## src/rtl/pwm_pkg.sv

```systemverilog
package pwm_pkg;

    // Pulse latch states
    typedef enum logic [1:0] {
        ST_BLANK     = 2'd0,
        ST_BLANK_OFF = 2'd1,
        ST_DRIVE     = 2'd2,
        ST_ENDED     = 2'd3
    } latch_state_e;

    // Output steering phase
    typedef enum logic {
        PH_A = 1'b0,
        PH_B = 1'b1
    } phase_e;

endpackage

```

## src/rtl/pwm_ramp.sv

```systemverilog
module pwm_ramp #(
    parameter int PERIOD = 64,
    parameter int CNT_W  = $clog2(PERIOD)
) (
    input  logic             clk,
    input  logic             rst,
    input  logic             sync_in,
    output logic [CNT_W-1:0] cnt,
    output logic [CNT_W:0]   cnt_inc,
    output logic             restart,
    output logic             first
);
    localparam logic [CNT_W-1:0] LAST = CNT_W'(PERIOD - 1);

    logic [CNT_W-1:0] cnt_q;

    assign cnt     = cnt_q;
    assign cnt_inc = {1'b0, cnt_q} + {{CNT_W{1'b0}}, 1'b1};
    assign restart = (cnt_q == LAST) || sync_in;
    assign first   = (cnt_q == '0);

    always_ff @(posedge clk) begin
        if (rst) begin
            cnt_q <= '0;
        end else if (restart) begin
            cnt_q <= '0;
        end else begin
            cnt_q <= cnt_inc[CNT_W-1:0];
        end
    end

endmodule

```

## src/rtl/pwm_latch_fsm.sv

```systemverilog
module pwm_latch_fsm
    import pwm_pkg::*;
#(
    parameter int CNT_W = 6
) (
    input  logic             clk,
    input  logic             rst,
    input  logic             restart,
    input  logic [CNT_W:0]   cnt_inc,
    input  logic [CNT_W-1:0] duty_in,
    input  logic [CNT_W-1:0] dead_in,
    input  logic             shutdown_in,
    output logic             drive_on,
    output logic             blanking
);
    latch_state_e     state_q, state_n;
    logic [CNT_W-1:0] duty_q, duty_n;
    logic [CNT_W:0]   dead_ext, duty_live_ext, duty_held_ext;
    logic             blank_done;

    assign dead_ext      = {1'b0, dead_in};
    assign duty_live_ext = {1'b0, duty_in};
    assign duty_held_ext = {1'b0, duty_q};
    assign blank_done    = (cnt_inc >= dead_ext);

    // State register
    always_ff @(posedge clk) begin
        if (rst) begin
            state_q <= ST_BLANK;
            duty_q  <= '0;
        end else begin
            state_q <= state_n;
            duty_q  <= duty_n;
        end
    end

    // Next-state logic
    always_comb begin
        state_n = state_q;
        duty_n  = duty_q;
        if ((state_q == ST_BLANK) || (state_q == ST_BLANK_OFF)) begin
            duty_n = duty_in;
        end
        if (restart) begin
            state_n = ST_BLANK;
        end else begin
            unique case (state_q)
                ST_BLANK: begin
                    if (blank_done) begin
                        if (!shutdown_in && (cnt_inc < duty_live_ext)) begin
                            state_n = ST_DRIVE;
                        end else begin
                            state_n = ST_ENDED;
                        end
                    end else if (shutdown_in) begin
                        state_n = ST_BLANK_OFF;
                    end
                end
                ST_BLANK_OFF: begin
                    if (blank_done) begin
                        state_n = ST_ENDED;
                    end
                end
                ST_DRIVE: begin
                    if (shutdown_in || (cnt_inc >= duty_held_ext)) begin
                        state_n = ST_ENDED;
                    end
                end
                ST_ENDED: begin
                    state_n = ST_ENDED;
                end
                default: begin
                    state_n = ST_BLANK;
                end
            endcase
        end
    end

    // Outputs
    always_comb begin
        drive_on = (state_q == ST_DRIVE);
        blanking = (state_q == ST_BLANK) || (state_q == ST_BLANK_OFF);
    end

endmodule

```

## src/rtl/pwm_steer.sv

```systemverilog
module pwm_steer
    import pwm_pkg::*;
(
    input  logic clk,
    input  logic rst,
    input  logic restart,
    input  logic drive_on,
    input  logic shutdown_in,
    output logic drive_a,
    output logic drive_b
);
    phase_e phase_q;
    logic   gate;

    always_ff @(posedge clk) begin
        if (rst) begin
            phase_q <= PH_A;
        end else if (restart) begin
            phase_q <= (phase_q == PH_A) ? PH_B : PH_A;
        end
    end

    // Low unless the phase is selected, the latch is clear and no shutdown is present
    always_comb begin
        gate    = drive_on && !shutdown_in;
        drive_a = gate && (phase_q == PH_A);
        drive_b = gate && (phase_q == PH_B);
    end

endmodule

```

## src/rtl/pushpull_pwm.sv

```systemverilog
module pushpull_pwm #(
    parameter int PERIOD = 64,
    localparam int CNT_W = $clog2(PERIOD)
) (
    input  logic             clk,
    input  logic             rst,
    input  logic [CNT_W-1:0] duty_in,
    input  logic [CNT_W-1:0] dead_in,
    input  logic             sync_in,
    input  logic             shutdown_in,
    output logic             drive_a,
    output logic             drive_b,
    output logic             period_stb
);
    logic [CNT_W-1:0] cnt;
    logic [CNT_W:0]   cnt_inc;
    logic             restart;
    logic             first;
    logic             drive_on;
    logic             blanking;

    pwm_ramp #(
        .PERIOD (PERIOD),
        .CNT_W  (CNT_W)
    ) u_ramp (
        .clk     (clk),
        .rst     (rst),
        .sync_in (sync_in),
        .cnt     (cnt),
        .cnt_inc (cnt_inc),
        .restart (restart),
        .first   (first)
    );

    pwm_latch_fsm #(
        .CNT_W (CNT_W)
    ) u_fsm (
        .clk         (clk),
        .rst         (rst),
        .restart     (restart),
        .cnt_inc     (cnt_inc),
        .duty_in     (duty_in),
        .dead_in     (dead_in),
        .shutdown_in (shutdown_in),
        .drive_on    (drive_on),
        .blanking    (blanking)
    );

    pwm_steer u_steer (
        .clk         (clk),
        .rst         (rst),
        .restart     (restart),
        .drive_on    (drive_on),
        .shutdown_in (shutdown_in),
        .drive_a     (drive_a),
        .drive_b     (drive_b)
    );

    // Position 0 of a period is always a blanking cycle
    assign period_stb = first && blanking;

endmodule

```

## config.mk

```make
export PLATFORM = sky130hd
export DESIGN_NAME = pushpull_pwm
export DESIGN_NICKNAME = d
export VERILOG_FILES = /design/src/rtl/pwm_pkg.sv /design/src/rtl/pwm_ramp.sv /design/src/rtl/pwm_latch_fsm.sv /design/src/rtl/pwm_steer.sv /design/src/rtl/pushpull_pwm.sv
export SDC_FILE = /design/constraint.sdc
export NUM_CORES = 1
export LEC_CHECK = 0
export ABC_AREA = 1
export BUFFER_PORTS_ARGS = -buffer_cell sky130_fd_sc_hd__buf_2
export CELL_PAD_IN_SITES_DETAIL_PLACEMENT = 0
export CELL_PAD_IN_SITES_GLOBAL_PLACEMENT = 1
export CORE_MARGIN = 10
export CORE_UTILIZATION = 44
export CTS_BUF_LIST = sky130_fd_sc_hd__clkbuf_4 sky130_fd_sc_hd__clkbuf_8
export DETAILED_ROUTE_END_ITERATION = 7
export PLACE_DENSITY_LB_ADDON = 0.3
export RECOVER_POWER = 100
export SETUP_SLACK_MARGIN = 0.3
export SLEW_MARGIN = 10
export SYNTH_ARGS = -nofsm -noshare
export SYNTH_HDL_FRONTEND = slang
export SYNTH_SLANG_ARGS = --single-unit
export TNS_END_PERCENT = 1
```

## constraint.sdc

```tcl
create_clock -name clk -period 3.5 [get_ports clk]
set_input_delay 0.7 -clock clk [delete_from_list [all_inputs] [get_ports clk]]
set_output_delay 0.7 -clock clk [all_outputs]
set_load 0.02 [all_outputs]
```

======== Word-level counts from Yosys, hierarchy flattened ========
Cells that the tools add are included.
cells by class
  add/sub/neg operators ................... 1
  $mul .................................... 0
  divide/modulo/power cells ............... 0
  $lt $le $gt $ge ......................... 3
  equality and inequality tests ........... 7
  shift-type cells ........................ 0
  muxes and demuxes ....................... 7
  bitwise operators ....................... 1
  reduce and logical (&&, ||, !) cells .... 13
operators with widths
  operator                                                number
  greater-or-equal comparator 7 x 6 -> 1 bit              2
  two-way mux 2 bit                                       4
  case mux 2 bit (4 select lines)                         1
  adder 6 x 1 -> 7 bit (second input constant)            1
  less-than comparator 7 x 6 -> 1 bit                     1
  equality test 6 bit (second input constant)             1
  zero test 6 bit                                         1
  logical AND 1 bit                                       5
  equality test 2 bit (second input constant)             2
  logical OR 1 bit                                        3
  inequality test 3 x 2 -> 1 bit (second input constant)  1
  AND reduction 3 bit                                     1
  equality test 2 x 1 -> 1 bit (second input constant)    1
  zero test 2 bit                                         1
  two-way mux 1 bit                                       2
  inequality test 2 x 1 -> 1 bit (second input constant)  1
  inequality test 2 bit (second input constant)           1
  OR reduction 2 bit                                      1
  zero test 1 bit                                         1
  inverter 1 bit                                          1
storage, ports and cells
  bits in registers ....................... 15
  latch bits .............................. 0
  RAM bits ................................ 0
  ROM bits ................................ 0
  input port bits ......................... 16
  output and inout bits ................... 3
  word-level logic and storage cells ...... 36
  memories kept ........................... 0

======== Longest topological paths before layout ========
Gate-level depths: netlist (run 1).
  depth in word-level cells ............... 6
  gate-level depth with buffers ........... 15

======== Hierarchy ========
From an unflattened synthesis (run 1), not the netlist that was laid out.
second synthesis, totals
  cells, all modules ...................... 184
  area total of the unflattened synthesis .. 1193.6 µm²
by module, submodules not included
  module         times used  cells an instance  area an instance (µm²)  sequential area each (µm²)
  pwm_latch_fsm  1           119                784.5                   160.2
  pwm_ramp       1           52                 344.1                   120.1
  pwm_steer      1           11                 57.6                    20.0
  pushpull_pwm   1           2                  7.5                     0.0

======== Least setup slack after synthesis (run 1) ========
No wires, ideal clock.
  path type ............................... register to register
  from .................................... register u_ramp.cnt_q[0], in the netlist u_ramp.cnt[0]
  to ...................................... register u_fsm.state_q[1]
  arrival ................................. 1873 ps
  data required time ...................... 3391 ps
  setup slack ............................. 1518 ps
  cell stages (with the launch flop) ...... 14
  buffers on the path ..................... 0
  cells stage by stage .................... dfxtp_1 ha_1 nand3_2 xor2_1 inv_1 ha_1 nand3_1 nand3_1 nor2_1 nand3_1 nor2_1 nor2_2 nand2_1 inv_1
between the ends
  cells in the longest elaborated chain, start to end .. 5
RTL lines
  element                                     line                 source
  start: declaration                          pwm_ramp.sv:15       logic [CNT_W-1:0] cnt_q;
  start signal: assignment                    pwm_ramp.sv:28       cnt_q <= cnt_inc[CNT_W-1:0];
  adder 6 x 1 -> 7 bit (*)                    pwm_ramp.sv:18       assign cnt_inc = {1'b0, cnt_q} + {{CNT_W{1'b0}}, 1'b1};
  net cnt_inc[4]                              pushpull_pwm.sv:16   logic [CNT_W:0] cnt_inc;
  greater-or-equal comparator 7 x 6 -> 1 bit  pwm_latch_fsm.sv:65  if (shutdown_in || (cnt_inc >= duty_held_ext)) begin
  logical OR 1 bit                            pwm_latch_fsm.sv:65
  inequality test 2 bit (no source line)      n/a
  AND reduction 3 bit (no source line)        n/a
  end signal: assignment                      pwm_latch_fsm.sv:32  state_q <= state_n;
  end: declaration                            pwm_latch_fsm.sv:16  latch_state_e state_q, state_n;
Mark *: on every way through the listed nets, which the timed path passes. The rest lies on a longest branch.
A chain may end at the register's enable or synchronous reset.

======== Final worst setup path (run 1) ========
  from .................................... register u_fsm.state_q[1]
  to ...................................... output port drive_b
between the ends
  cells in the longest elaborated chain, start to end .. 3
RTL lines
  element              line                 source
  equality test 2 bit  pwm_latch_fsm.sv:81  drive_on = (state_q == ST_DRIVE);
  logical AND 1 bit    pwm_steer.sv:25      gate = drive_on && !shutdown_in;
  logical AND 1 bit    pwm_steer.sv:27      drive_b = gate && (phase_q == PH_B);
  end: declaration     pushpull_pwm.sv:12   output logic drive_b,
No other way between the ends.

==> results of run 1 <==
==> cell type report <==
| cell class | instances | area share [%] |
|---|---|---|
| multi-input cells | 114 | 53.6 |
| flip-flops and latches | 15 | 23.2 |
| inverters | 39 | 11.3 |
| repair buffers | 18 | 6.67 |
| well taps | 30 | 2.90 |
| clock buffers | 4 | 2.32 |
==> per-layer routing <==
layer	wire, um	up-vias	track usage [%]
met4	23	0	3.01
li1	-	572	-
met1	1230	452	11.8
met5	0	-	0
met2	1110	15	17.1
met3	132	4	3.17
==> tightest hold or removal path, delay by kind of cell, from the launching register on <==
family | cells | cell delay [ns]
and+or+nand+nor | 1 | 0.05
AOI/OAI and AO/OA | 1 | 0.05
DFF | 1 | 0.32
==> flip-flops by register name, indices dropped and copies added, names as in the netlist <==
| name | cells |
|---|---|
| u_fsm.state_q | 2 |
| u_steer.phase_q | 1 |
| u_fsm.duty_q | 6 |
| u_ramp.cnt | 6 |
==> cells by family (layout without fill, tap and decap cells) <==
family          after synthesis  in the layout  share of synthesized area, %
simple gates                 80             80                          31.5
buf+inv                      42             61                          14.1
fa+ha+maj                    19             19                          20.3
flops                        15             15                          25.6
compound gates               12             12                          6.20
xor+xnor                      3              3                          2.24
==> power breakdown <==
| group | total, mW | leakage [nW] | internal, mW | switching, mW |
|---|---|---|---|---|
| clock network | 0.108 | 0.0184 | 0.0519 | 0.0565 |
| logic | 0.0723 | 0.605 | 0.0309 | 0.0415 |
| registers | 0.183 | 0.123 | 0.178 | 0.00514 |
==> synth_stat cells, types with 2 or more instances <==
library cell and instances:
nor3_1 4, dfxtp_1 15, nand4_1 3, nor2_1 24
xor2_1 3, ha_1 19, nand3_1 11, inv_1 38
clkbuf_1 2, a21oi_1 6, a211oi_1 5, nor2_4 2
nand2_1 29
==> per-stage QoR <==
step	hold WS, ns	util, %	total power [mW]	std cells
floorplan	0.440	-	0.239	171
global placement	0.451	51.2	0.258	216
global route	0.496	51.8	0.393	220
CTS	0.471	52.4	0.368	220
detailed placement	0.458	51.2	0.260	216
finish	0.469	51.8	0.364	220
==> how the worst max path moves through the flow <==
stage	end	slack (ns)	cells past startpoint
floorplan	u_fsm.state_q[1]	1.52	13
global placement	u_fsm.state_q[1]	1.33	13
detailed placement	u_fsm.state_q[1]	1.21	13
CTS	drive_b	1.03	5
global route	drive_b	0.75	5
finish	drive_b	0.95	5
==> metrics, run 1 <==
status completed; Post-CTS Resized 0; WHS Endpoint u_fsm.duty_q[0]; Core Box Area 0.00250 mm^2; IO Count 19; RSZ-0062 raised after global routing false; Critical Path RT 2.80 ns; worst clock skew 0.00159 ns; HPWL after DPL 2090 um; DP Area 0.00128 mm^2; ANT nets after route 0; post-synthesis sequential area ratio 25.6%; setup TNS 0 ns; number of synthesized flops with an enable pin 0; DIE AREA 0.00513 mm^2; postcts setup bufs 0; most frequent CP cell inv_1; CP startpoint u_fsm.state_q[1]; Syn Nets 206; grt total ovfl 0; min Tclk post-route 2.55 ns; Largest stage delay, worst path 0.63 ns; slowest CP cell dfxtp_1; min-delay src u_fsm.duty_q[0]; top cells by area, synth dfxtp_1, ha_1, inv_1, nand2_1, nor2_1; CP cell instances inv_1 -> nor3_1 -> inv_1 -> nor2_1 -> clkbuf_1; drt drc 0; CTS Buf Count 3; first-iteration detailed-routing DRC count 42; gr usage total 10.1%; area of the multi-input gates 693 um^2; CTS H-tree depth 1; maximum clock rate 392 MHz; dpl ws 1.21 ns; antenna violations before repair 0; Syn. warnings 0; Max Buffers Root-to-Sink 2; cell area after layout 0.00129 mm^2; Hold Buf Count CTS 0; layout cell share with drive strength beyond 1 12.1%; Worst-Skew Late Latency 0.28 ns; post-synth top area share 25.6%; Area growth syn-to-layout 10.5%; Setup crit start kind register; Routed WL 2490 um; input/output buffers 18; leading area contributor after synthesis dfxtp_1; cells on worst reg2reg path 13; Final setup viols 0; HP Class reg2reg; hold depth 2; Final Max Slew Viols 0; CTS tree built; Wirelength per Cell 11.3 um; Synth async-reset ratio 0%; Syn Inst Count 171; VDD IR max 0.245 mV; final hold viol count 0; delay-heaviest family, CP flip-flops; power density over the cells 281 mW/mm^2; Via density 4.74; CP Class reg2out; Starting Density 46.8%; synthesized area per cell 6.85 um^2; Max Cap Violations 0; worst flop-to-flop path startpoint u_ramp.cnt[0]; endpoint class of the critical path output pin; FF-to-FF setup slack 1.21 ns; Pre-Repair DR Iteration Count 6; commonest non-fill, non-tap cell in the layout inv_1; flop and latch count out of synthesis 15; Die W 71.6 um; fillers 256; # rows 18; Final #Nets 226; # clock sinks 15; commonest cells after routing, fill and taps aside inv_1, nand2_1, nor2_1; Buf/Inv on CP 3; vias 1,043; Root Buffer clkbuf_4; first-pass GRT wire length 4360 um; worst rel slew slack 61.4%; fin crit share 72.8%; clock transition at the registers of the reported paths 0.09 ns; vias in the first global route 984; Netlist cell types 23; synthesized area 0.00117 mm^2; reg2reg end u_fsm.state_q[1]; Synth Flop Type dfxtp_1; largest net degree at the start of global routing 15; arrival time worst endpoint 1.85 ns; final setup margin 0.952 ns; Worst-Margin Slew 0.579 ns; leak pwr 0.747 nW; die span in y 71.6 um; CP Max Fanout 14; # diodes 0; Storage cell area 300 um^2; RD Place Congestion 0.795
Note: power is estimated with default switching activity, not from simulation.
==> inputs of run 2 (changes only) <==
- ABC_AREA: 1 -> 0
- CORE_UTILIZATION: 44 -> 42
- clock period: 3.5 -> 2.6 ns (I/O delays scaled with it)
==> run 2 against run 1 <==
  * Sequential share of layout area increased by 1.9 points
  * Die area decreased by 5.9%
  * Sequential power increased by 34%
  * Count of clock-buffer cells in the layout unchanged
  * Worst hold slack improved by 0.0095 ns
  * Core utilization increased by 1.7 points
  * Non-clock buffer count increased by 3
  * Synthesized cell count decreased by 29%
  * Cell area decreased by 6.0%
  * Largest power group unchanged
  * Highest routed layer unchanged
==> metrics, run 2 <==
status completed; fin crit share 89.2%; commonest cells after routing, fill and taps aside inv_1, ha_1, nor2_1, buf_2, dfxtp_1; Largest stage delay, worst path 0.43 ns; WL met3 98 um; slowest CP cell dfxtp_1; HP Class in2reg; Netlist cell types 30; first-iteration detailed-routing DRC count 25; Synth Flop Type dfxtp_1; synthesized area per cell 8.49 um^2; Starting Density 45.1%; fraction of the mapped netlist area in adder cells 23.1%; layout cell share with drive strength beyond 1 21.7%; post-synthesis sequential area ratio 29.2%; CTS H-tree depth 1; first-pass GRT wire length 3730 um; Setup crit start kind register; Max Cap Violations 0; Post-synth top cells inv_1, ha_1, dfxtp_1, nor2_1; Syn Inst Count 121; CTS Buf Count 3; cell area after layout 0.00122 mm^2; Die W 69.5 um; die span in y 69.5 um; Worst-Skew Late Latency 0.28 ns; drt drc 0; # clock sinks 15; flop and latch count out of synthesis 15; Routed WL 2130 um; Worst-Margin Slew 0.528 ns; Wirelength per Cell 12.5 um; Synth async-reset ratio 0%; top cells by area, synth dfxtp_1, ha_1, inv_1, mux2i_1, nor2_1; RD Place Congestion 0.774; top sig layer met4; leak pwr 0.615 nW; Syn Nets 156; vias in the first global route 890; maximum clock rate 431 MHz; Simple-Gate Fraction of Synth Area 17.9%; DP Area 0.00115 mm^2; CP Max Fanout 5; arrival time worst endpoint 2.52 ns; VDD IR max 0.314 mV; RSZ-0062 raised after global routing true; number of synthesized flops with an enable pin 0; delay-heaviest family, CP simple AND/OR/NAND/NOR gates; Root Buffer clkbuf_4; IO Count 19; Syn. warnings 0; Critical Path RT 2.80 ns; Final #Nets 179; worst clock skew 0.00466 ns; Max Buffers Root-to-Sink 2; DIE AREA 0.00482 mm^2; post-synthesis mux area share 5.85%; synthesized area 0.00103 mm^2; HPWL after DPL 1780 um; Pre-Repair DR Iteration Count 3; largest family of logic cells by synthesized area adder cells; # rows 17; input/output buffers 18; most frequent cell after synthesis inv_1; power density over the cells 389 mW/mm^2; met2 WL post-DR 1070 um; Via density 5.00; Synth Area in Compound Gates 10.2%; final hold viol count 0; vias 855; largest net degree at the start of global routing 11; CP Class reg2reg; CP cell instances and3_1 -> nand3_1 -> xnor2_1 -> ha_1 -> and3_1 -> a221oi_2 -> nor4b_1 -> a211oi_1; fillers 218; ANT nets after route 0; clock transition at the registers of the reported paths 0.09 ns; worst rel slew slack 64.7%; Synth Area in XOR/XNOR 4.26%; post-synth top area share 29.2%; setup TNS 0 ns; gr usage total 9.15%; most frequent CP cell and3_1; grt total ovfl 0; Final Max Slew Viols 0; min Tclk post-route 2.32 ns; Core Box Area 0.00228 mm^2; Final setup viols 0; M1 WL 951 um; Buf/Inv on CP 0; antenna violations before repair 0; leading area contributor after synthesis dfxtp_1; commonest non-fill, non-tap cell in the layout inv_1; endpoint class of the critical path register; CTS tree built; Area growth syn-to-layout 18.4%; # diodes 0
run 2: cell count changes in the layout (fill, tap and decap cells not counted), sizes merged, moves of 4 or more:
cell,delta
nor2,-12
mux2i,+6
nor2b,+6
xnor2,+4
a211oi,-4
inv,-17
nand2,-29
nand3,-8
run 2: cells by family after synthesis:
logic type | after synthesis
AOI/OAI and AO/OA | 16
muxes | 6
adders and majority gates | 19
buffers and inverters | 25
DFF | 15
and+or+nand+nor | 35
xor gates and xnor gates | 5
run 2: per-stage QoR:
stage	cells	hold WS, ns	util (%)	worst slack [ns]	power, mW
2_1_floorplan	121	0.454	-	0.427	0.300
3_3_place_gp	166	0.478	50.7	0.332	0.326
3_5_place_dp	166	0.485	50.7	0.137	0.329
4_1_cts	170	0.470	53.3	0.246	0.480
5_1_grt	171	0.488	53.4	0.136	0.506
6_report	171	0.478	53.4	0.280	0.473
run 2: final timing paths:
kind	start	end	slack, ns	cells past startpoint
worst max register to register	u_ramp.cnt[2]	u_fsm.state_q[0]	0.28	8
worst max-delay path	u_ramp.cnt[2]	u_fsm.state_q[0]	0.28	8
worst min-delay path	duty_in[4]	u_fsm.duty_q[4]	0.48	3
worst min register to register	u_fsm.duty_q[2]	u_fsm.duty_q[2]	0.50	2
run 2: area by class of cell:
class                   instances  area, um^2  share of cell area [%]
flip-flops and latches         15         305                    25.1
inverters                      22        82.6                    6.79
multi-input cells              81         651                    53.5
repair buffers                 21         113                    9.26
clock buffers                   4        30.0                    2.47
well taps                      28        35.0                    2.88
run 2: layer usage:
metal / GRT usage, % / vias up
li1: - / 454
met1: 9.73 / 387
met2: 15.8 / 12
met3: 3.99 / 2
met4: 2.66 / 0
met5: 0 / -
run 2: report_power, final:
part           switching, mW  internal [mW]  leakage (nW)
sequential           0.00631          0.239         0.125
combinational         0.0411         0.0388         0.472
clock                 0.0769         0.0700        0.0184
run 2: what timing repair did:
| item | CTS | global route |
|---|---|---|
| buffers inserted | 0 | 1 |
| pin swaps | 0 | 4 |
| resized for setup | 5 | 8 |
| hold buffers | 0 | 0 |
| setup endpoints to repair | 2 | 2 |
run 2: tightest hold or removal path, delay by kind of cell:
| kind | cells | cell delay, ns |
|---|---|---|
| mux | 1 | 0.06 |
| simple gates | 1 | 0.07 |
| buf+inv | 1 | 0.09 |
==> inputs of run 3 (changes only) <==
- PLACE_DENSITY_LB_ADDON: 0.3 -> 0.1
==> run 3 against run 2 <==
  * Final cell count unchanged
  * Global-route usage down 0.36 points
  * Fmax up 2.2%
  * Register-to-register slack better by 0.09 ns
  * Cell area down 0.82%
  * Non-clock buffer count unchanged
  * Count of clock-buffer cells in the layout unchanged
  * Sequential power about the same
  * Clock skew about the same
  * Core utilization down 0.44 points
  * Critical endpoint is now period_stb
  * Largest cell class unchanged
==> metrics, run 3 (same netlist as run 2, synthesis figures left out) <==
layout cell share with drive strength beyond 1 19.6%; die span in y 69.5 um; arrival time worst endpoint 1.75 ns; vias in the first global route 857; CP cell instances buf_4 -> inv_1 -> ha_1 -> or4b_4 -> nor3_2 -> clkbuf_1; Int Pwr 0.347 mW; clock transition at the registers of the reported paths 0.09 ns; RSZ-0062 raised after global routing true; final core utilization 53.0%; Wirelength per Cell 12.9 um; Max Buffers Root-to-Sink 2; Area growth syn-to-layout 17.4%; Final Max Slew Viols 0; leak pwr 0.612 nW; worst clock skew 0.00428 ns; status completed; Via density 4.94; # rows 17; CTS H-tree depth 1; Seq pwr share 51.9%; P_sw 0.124 mW; postcts setup bufs 0; first-iteration detailed-routing DRC count 29; part of the power in combinational logic 17.2%; ANT nets after route 0; slowest CP cell or4b_4; Core Box Area 0.00228 mm^2; Worst-Margin Slew 0.621 ns; Setup crit start kind register; # clock sinks 15; Critical Path RT 2.08 ns; Routed WL 2200 um; drt drc 0; Largest stage delay, worst path 0.45 ns; fin crit share 87.3%; largest net degree at the start of global routing 10; CP Class reg2out; commonest non-fill, non-tap cell in the layout inv_1; HPWL after DPL 1820 um; fillers 234; RD Place Congestion 0.786; Clock Power Share 31.0%; commonest cells after routing, fill and taps aside inv_1, ha_1, nor2_1, buf_2, dfxtp_1; first-pass GRT wire length 3670 um; switch share 26.3%; Max Cap Violations 0; Die W 69.5 um; antenna violations before repair 0; worst rel slew slack 58.6%; delay-heaviest family, CP simple AND/OR/NAND/NOR gates; Final #Nets 179; hold_ws 0.485 ns; Root Buffer clkbuf_4; maximum clock rate 440 MHz; min Tclk post-route 2.27 ns; Buf/Inv on CP 3; Final setup viols 0; power density over the cells 391 mW/mm^2; CP Max Fanout 7; CTS tree built; setup TNS 0 ns; CTS Buf Count 3; gr usage total 8.79%; Starting Density 45.1%; Pre-Repair DR Iteration Count 4; final hold viol count 0; input/output buffers 18; dpl ws 0.272 ns; DIE AREA 0.00482 mm^2; vias 845; grt total ovfl 0; IO Count 19; HP Class in2reg; Worst-Skew Late Latency 0.28 ns; # diodes 0; endpoint class of the critical path output pin; VDD IR max 0.252 mV; final setup margin 0.330 ns
## run 3: changes by cell type in the layout (fill, tap and decap cells not counted), sizes merged
cell and delta:
buf -1, clkbuf +1
## run 3: final timing paths
| kind | end | cells past startpoint | slack, ns | startpoint |
|---|---|---|---|---|
| setup / recovery | period_stb | 6 | 0.33 | u_ramp.cnt[0] |
| hold / removal | u_fsm.duty_q[2] | 3 | 0.48 | duty_in[2] |
| setup reg to reg | u_fsm.state_q[0] | 8 | 0.37 | u_ramp.cnt[2] |
| hold reg to reg | u_fsm.state_q[0] | 2 | 0.50 | u_fsm.state_q[0] |
## run 3: repair_timing
action / 4_1_cts / 5_1_grt
pin swaps: 1 / 2
endpoints found under the hold margin: 0 / 0
hold buffers: 0 / 0
resized for setup: 5 / 5
endpoints found under the setup margin: 2 / 3
## run 3: metal layers
layer / vias up / share of wire, % / global-route usage, %
met5: - / 0 / 0
met4: 0 / 0.45 / 3.33
met3: 2 / 4.2 / 2.43
met2: 11 / 48 / 13.8
met1: 379 / 47 / 11.0
li1: 453 / - / -
## run 3: worst min-delay path, cell delays in order
cell,delay [ns]
buf_2,0.09
mux2i_1,0.05
nor2_1,0.07
## run 3: layout make-up
class                   instances  area [um^2]  area share, %
clock buffers                   4         30.0           2.49
inverters                      22         82.6           6.85
multi-input cells              81          651           53.9
flip-flops and latches         15          303           25.1
well taps                      28         35.0           2.90
repair buffers                 21          105           8.71
## run 3: power by group through the flow
stage	Clock, mW	Sequential (mW)	Combinational, mW
final	0.146	0.244	0.0810
after floorplan	0	0.249	0.0506
after global placement	0	0.249	0.0774
after CTS	0.153	0.244	0.0825
after detailed placement	0	0.250	0.0792
after global routing	0.161	0.245	0.0942
## run 3: per-stage QoR
stage | std cells | instance area (um^2) | total power [mW]
floorplan | 121 | 1030 | 0.300
global placement | 167 | 1160 | 0.327
global route | 171 | 1210 | 0.500
finish | 171 | 1210 | 0.472
CTS | 171 | 1210 | 0.480
detailed placement | 167 | 1160 | 0.329
